File: src/rtl/fupa_pkg.sv
package fupa_pkg;
    typedef enum logic [1:0] {
        ST_GRANT    = 2'b00,
        ST_ALL_BUSY = 2'b01,
        ST_NO_CAP   = 2'b10
    } fupa_status_e;
endpackage

File: src/rtl/fupa_rotate_pick.sv
module fupa_rotate_pick #(
    parameter int N = 8,
    localparam int IW = $clog2(N)
) (
    input  logic [N-1:0]  cand,
    input  logic [IW-1:0] start,
    output logic          hit,
    output logic [IW-1:0] idx
);
    always_comb begin
        hit = 1'b0;
        idx = '0;
        for (int k = 0; k < N; k++) begin
            if (!hit && cand[(int'(start) + k) % N]) begin
                hit = 1'b1;
                idx = IW'((int'(start) + k) % N);
            end
        end
    end
endmodule

File: src/rtl/fupa_busy_track.sv
module fupa_busy_track #(
    parameter int N = 8,
    localparam int IW = $clog2(N)
) (
    input  logic          clk,
    input  logic          rst,
    input  logic          take,
    input  logic [IW-1:0] take_idx,
    input  logic [N-1:0]  release_mask,
    output logic [N-1:0]  busy
);
    logic [N-1:0] take_vec;

    always_comb begin
        take_vec = '0;
        if (take) take_vec[take_idx] = 1'b1;
    end

    always_ff @(posedge clk) begin
        if (rst) busy <= '0;
        else     busy <= (busy & ~release_mask) | take_vec;
    end
endmodule

File: src/rtl/fupa_lat_table.sv
module fupa_lat_table #(
    parameter int N     = 8,
    parameter int C     = 8,
    parameter int LAT_W = 4,
    parameter logic [N-1:0][C-1:0]     CAP     = '0,
    parameter logic [N-1:0][LAT_W-1:0] OP_LAT  = '0,
    parameter logic [N-1:0][LAT_W-1:0] ISS_LAT = '0,
    localparam int CW = $clog2(C)
) (
    input  logic [CW-1:0]    cls,
    output logic [LAT_W-1:0] op_max,
    output logic [LAT_W-1:0] iss_max
);
    function automatic logic [LAT_W-1:0] col_max(int c, logic [N-1:0][LAT_W-1:0] tbl);
        logic [LAT_W-1:0] m;
        m = '0;
        for (int u = 0; u < N; u++)
            if (CAP[u][c] && tbl[u] > m) m = tbl[u];
        return m;
    endfunction

    logic [C-1:0][LAT_W-1:0] op_tab;
    logic [C-1:0][LAT_W-1:0] iss_tab;

    for (genvar c = 0; c < C; c++) begin : g_cls
        assign op_tab[c]  = col_max(c, OP_LAT);
        assign iss_tab[c] = col_max(c, ISS_LAT);
    end

    always_comb begin
        op_max  = '0;
        iss_max = '0;
        if (int'(cls) < C) begin
            op_max  = op_tab[cls];
            iss_max = iss_tab[cls];
        end
    end
endmodule

File: src/rtl/fu_pool_alloc.sv
module fu_pool_alloc #(
    parameter int NUM_UNITS   = 8,
    parameter int NUM_CLASSES = 8,
    parameter int LAT_W       = 4,
    parameter logic [NUM_UNITS-1:0][NUM_CLASSES-1:0] CAP     = 64'h40_20_30_08_0C_05_03_03,
    parameter logic [NUM_UNITS-1:0][LAT_W-1:0]       OP_LAT  = 32'h2956_4321,
    parameter logic [NUM_UNITS-1:0][LAT_W-1:0]       ISS_LAT = 32'h2916_1311,
    localparam int UNIT_W = $clog2(NUM_UNITS),
    localparam int CLS_W  = $clog2(NUM_CLASSES)
) (
    input  logic                 clk,
    input  logic                 rst,
    input  logic                 req_valid,
    input  logic [CLS_W-1:0]     req_class,
    input  logic [NUM_UNITS-1:0] free_mask,
    output logic [1:0]           grant_status,
    output logic [UNIT_W-1:0]    grant_unit,
    input  logic [CLS_W-1:0]     lat_class,
    output logic [LAT_W-1:0]     max_op_lat,
    output logic [LAT_W-1:0]     max_iss_lat
);
    import fupa_pkg::*;

    logic [NUM_UNITS-1:0]              busy_q;
    logic [NUM_CLASSES-1:0][UNIT_W-1:0] head_q;
    logic [NUM_UNITS-1:0]              cap_col;
    logic [UNIT_W-1:0]                 start_idx;
    logic                              pick_hit;
    logic [UNIT_W-1:0]                 pick_idx;
    logic                              grant_en;
    fupa_status_e                      status;

    always_comb begin
        cap_col   = '0;
        start_idx = '0;
        if (int'(req_class) < NUM_CLASSES) begin
            start_idx = head_q[req_class];
            for (int u = 0; u < NUM_UNITS; u++) cap_col[u] = CAP[u][req_class];
        end
    end

    fupa_rotate_pick #(.N(NUM_UNITS)) u_pick (
        .cand  (cap_col & ~busy_q),
        .start (start_idx),
        .hit   (pick_hit),
        .idx   (pick_idx)
    );

    always_comb begin
        unique case ({|cap_col, pick_hit})
            2'b11:   status = ST_GRANT;
            2'b10:   status = ST_ALL_BUSY;
            default: status = ST_NO_CAP;
        endcase
        grant_status = status;
        grant_unit   = (status == ST_GRANT) ? pick_idx : '0;
        grant_en     = req_valid && (status == ST_GRANT);
    end

    always_ff @(posedge clk) begin
        if (rst) begin
            head_q <= '0;
        end else if (grant_en) begin
            head_q[req_class] <= (int'(pick_idx) == NUM_UNITS - 1) ? '0 : pick_idx + 1'b1;
        end
    end

    fupa_busy_track #(.N(NUM_UNITS)) u_busy (
        .clk          (clk),
        .rst          (rst),
        .take         (grant_en),
        .take_idx     (pick_idx),
        .release_mask (free_mask),
        .busy         (busy_q)
    );

    fupa_lat_table #(
        .N(NUM_UNITS), .C(NUM_CLASSES), .LAT_W(LAT_W),
        .CAP(CAP), .OP_LAT(OP_LAT), .ISS_LAT(ISS_LAT)
    ) u_lat (
        .cls     (lat_class),
        .op_max  (max_op_lat),
        .iss_max (max_iss_lat)
    );
endmodule

File: config.mk
export PLATFORM = sky130hd
export DESIGN_NAME = fu_pool_alloc
export DESIGN_NICKNAME = d
export VERILOG_FILES = /design/src/rtl/fupa_pkg.sv /design/src/rtl/fupa_rotate_pick.sv /design/src/rtl/fupa_busy_track.sv /design/src/rtl/fupa_lat_table.sv /design/src/rtl/fu_pool_alloc.sv
export SDC_FILE = /design/constraint.sdc
export NUM_CORES = 1
export LEC_CHECK = 0
export CAP_MARGIN = 15
export CORE_UTILIZATION = 25
export DETAILED_ROUTE_END_ITERATION = 16
export SYNTH_ARGS = -nofsm -noshare
export SYNTH_HDL_FRONTEND = slang
export SYNTH_SLANG_ARGS = --single-unit
File: constraint.sdc
create_clock -name clk -period 10.7 [get_ports clk]
set_input_delay 3.21 -clock clk [delete_from_list [all_inputs] [get_ports clk]]
set_output_delay 3.21 -clock clk [all_outputs]
set_load 0.01 [all_outputs]
==> out/metrics.yaml <==
status:
  status: "finished clean"
critical_path:
  critical_path_class: "in2out"
  cp.required_ns: 7.49
  cp.arrival_ns: 7.15
  critPathCaptureType: "output port"
  critPathLaunchType: "input pin"
  crit_fanout: 8
sta:
  tightest_slew_ns: 0.6806
  setup_viol: 0
  fin_crit_sh_pct: 96.86
  setup_tns_ns: 0
  slew_violations: 0
  fin_ws_ns: 0.3355
  rsz0062_at_grt: "no"
  max_freq_mhz: 96.48
  clock_skew_ns: 0.006811
  min_period_ns: 10.36
  slew_headroom_pct: 54.01
  timing.hold.ws_ns: 0.4729
  finalHoldViolations: 0
place:
  dpl_worst_slack_ns: 0.06578
  place_congestion: 0.8784
  place_hpwl_mm: 6.495
  portBuffers: 29
power_and_ir_drop:
  p_comb_share_pct: 39.6
  power_frac_seq_pct: 32.3
  p_total_uw: 402.2
  ir_drop_uv: 52.72
  power.density_nw_per_um2: 117.3
  p_int_uw: 268.8
  p_sw_uw: 133.4
  power_leakage_uw: 0.001311
  clockPowerShare_pct: 28.1
  p_sw_share_pct: 33.18
layout:
  diodes: 0
  seq_area_um2: 640.6
  final_core_utilization_pct: 32.77
  final_layout_size_suffix_gt1_share_pct: 18.21
  multi_input_comb_area_um2: 1943
  fillCellCount: 1123
  area_growth_pct: 25.46
  fin_nets: 398
global_routing:
  grt_pass1_vias: 2585
  grtUsageTotal_pct: 15.12
  grt_pass1_wl_mm: 13.47
  grt_overflow: 0
  antenna_found_initial: 0
  grt_max_degree: 38
synth:
  synth_fp_nets: 355
  ys_ff_latch: 32
  syn_area_per_cell_um2: 8.157
  syn_area_um2: 2733
  synth_edf_count: 0
  synthDistinctLibCells: 68
  netlist_instances: 335
  async_reset_ff_share_pct: 0
  synth-warning-count: 0
  synth_flop_cell: "dfxtp_1"
  ys_seq_area_share_pct: 23.44
cts:
  clock_latency_ns: 0.29
  cts_sinks: 32
  hold_buffers: 0
  tritoncts: "built"
  numCtsBuffers: 5
  clockBufferDepth: 2
  h-tree-depth: 2
  cts-root-buf: "clkbuf_8"
  clk_pin_slew_ns: 0.07
  post_cts_buffers: 0
die:
  core_um2: 10460
  rows: 37
  start_util_pct: 26.12
  die_area_um2: 11350
  die_w_um: 106.6
  die_y_um: 106.6
  io_pins: 30
route:
  dr.pass1.iters: 5
  ant_nets: 0
  vias_per_cell: 5.394
  drcViolationCount: 0
  drtIter0Drc: 262
  drt-total-wl_mm: 8.296
  wl_per_cell_um: 16.11
  vias: 2778
hold_path:
  hold_class: "reg2reg"
run:
  timing.max_cap.violations: 0
power groups by stage:
| stage | registers [uW] | logic, uW | clock network [uW] |
|---|---|---|---|
| finish | 130 | 159 | 113 |
| global route | 131 | 173 | 122 |
| CTS | 130 | 159 | 114 |
| detailed placement | 132 | 158 | 0 |
| global placement | 132 | 157 | 0 |
| floorplan | 130 | 99.7 | 0 |
sequential cells by signal, indices dropped and copies added (netlist names):
signal / cells
head_q: 24
u_busy.busy: 8
per-stage QoR:
step                      cell area, um2  instances
after CTS                           3417        515
after global routing                3428        515
after detailed placement            3309        507
final                               3428        515
after floorplan                     2733        335
after global placement              3309        507
path summary, 6_finish.rpt:
path | startpoint | endpoint | slack, ns | cells after the start
worst max register to register | head_q[13] | head_q[15] | 6.51 | 17
worst max-delay path | req_class[1] | grant_unit[2] | 0.34 | 15
worst min-delay path | head_q[22] | head_q[22] | 0.47 | 1
worst min register to register | head_q[22] | head_q[22] | 0.47 | 1
final cells by class:
cell class,instances,area share (%)
Multi-Input combinational cell,272,56.68
Sequential cell,32,18.69
Timing Repair Buffer,60,15.77
Tap cell,136,4.963
Clock buffer,6,2.117
Clock inverter,2,1.022
Inverter,7,0.7664
cells in the mapped netlist, drive strengths merged, types with 2 or more instances:
cell    number  share of area, %
nor2        43               6.0
dfxtp       32                23
mux2i       27                10
a21oi       20               3.7
nand2       19               2.6
clkbuf      15               2.1
o21ai       15               2.7
nand2b      11               2.5
mux2        10               4.1
nand3b      10               2.7
buf          9               2.7
nand3        9               1.6
nor3         9               1.6
and3         8               1.8
nor2b        8               1.8
inv          7              0.96
and2         6               1.4
o22ai        6               1.9
mux4         5               4.1
o211ai       5               1.4
or3          5               1.1
o22a         4               1.3
a211oi       3              0.82
ha           3               1.4
o32ai        3               1.6
or2          3              0.78
xnor2        3              0.96
a22o         2              0.64
a32o         2              0.73
a32oi        2               1.3
and4         2              0.64
nor3b        2              0.55
nor4bb       2              0.73
o21a         2              0.55
o311a        2              0.73
o31ai        2              0.55
logic make-up (layout without fill, tap and decap cells):
| logic type | count (synthesis) | count (layout) | share of synthesized area (%) |
|---|---|---|---|
| buf+inv | 31 | 75 | 5.677 |
| flops | 32 | 32 | 23.44 |
| fa+ha+maj | 3 | 3 | 1.374 |
| xor+xnor | 3 | 3 | 0.9617 |
| simple gates | 143 | 143 | 28.02 |
| compound gates | 81 | 81 | 22.25 |
| mux | 42 | 42 | 18.27 |
worst max-delay path, cell delays in order:
cell and delay, ns:
clkdlybuf4s50_1 0.49, nand2b_1 0.30, o22ai_4 0.20, nor2_2 0.06, ha_2 0.42, buf_4 0.18, nor3_1 0.05, a21oi_1 0.14
nor4_1 0.06, a21oi_1 0.17, nand2_1 0.07, or4b_4 0.55, or3b_4 0.40, a32oi_4 0.26, clkdlybuf4s50_1 0.58
layout by cell type (no fill, tap or decap), drive strengths merged, types with 3 or more instances in the layout:
| cell | instances |
|---|---|
| nor3 | 9 |
| o21ai | 15 |
| mux2 | 10 |
| o32ai | 3 |
| mux4 | 5 |
| or3 | 5 |
| dfxtp | 32 |
| clkdlybuf4s50 | 27 |
| o211ai | 5 |
| nand2 | 19 |
| mux2i | 27 |
| or2 | 3 |
| xnor2 | 3 |
| nand3 | 9 |
| a211oi | 3 |
| ha | 3 |
| o22a | 4 |
| nand3b | 10 |
| o22ai | 6 |
| a21oi | 20 |
| buf | 31 |
| nor2b | 8 |
| and2 | 6 |
| and3 | 8 |
| nand2b | 11 |
| clkbuf | 6 |
| inv | 7 |
| nor2 | 43 |
routing by layer:
layer	global-route usage [%]	part of all wire, %
met1	20.51	45
met2	24.44	46
met3	2.943	6.7
met4	3.914	1.8
met5	0	0
what timing repair did:
action / 4_1_cts / 5_1_grt
gates resized for setup: 0 / 4
setup endpoints to repair: 0 / 3
endpoints found under the hold margin: 0 / 0
(Power assumes the default switching activity.)
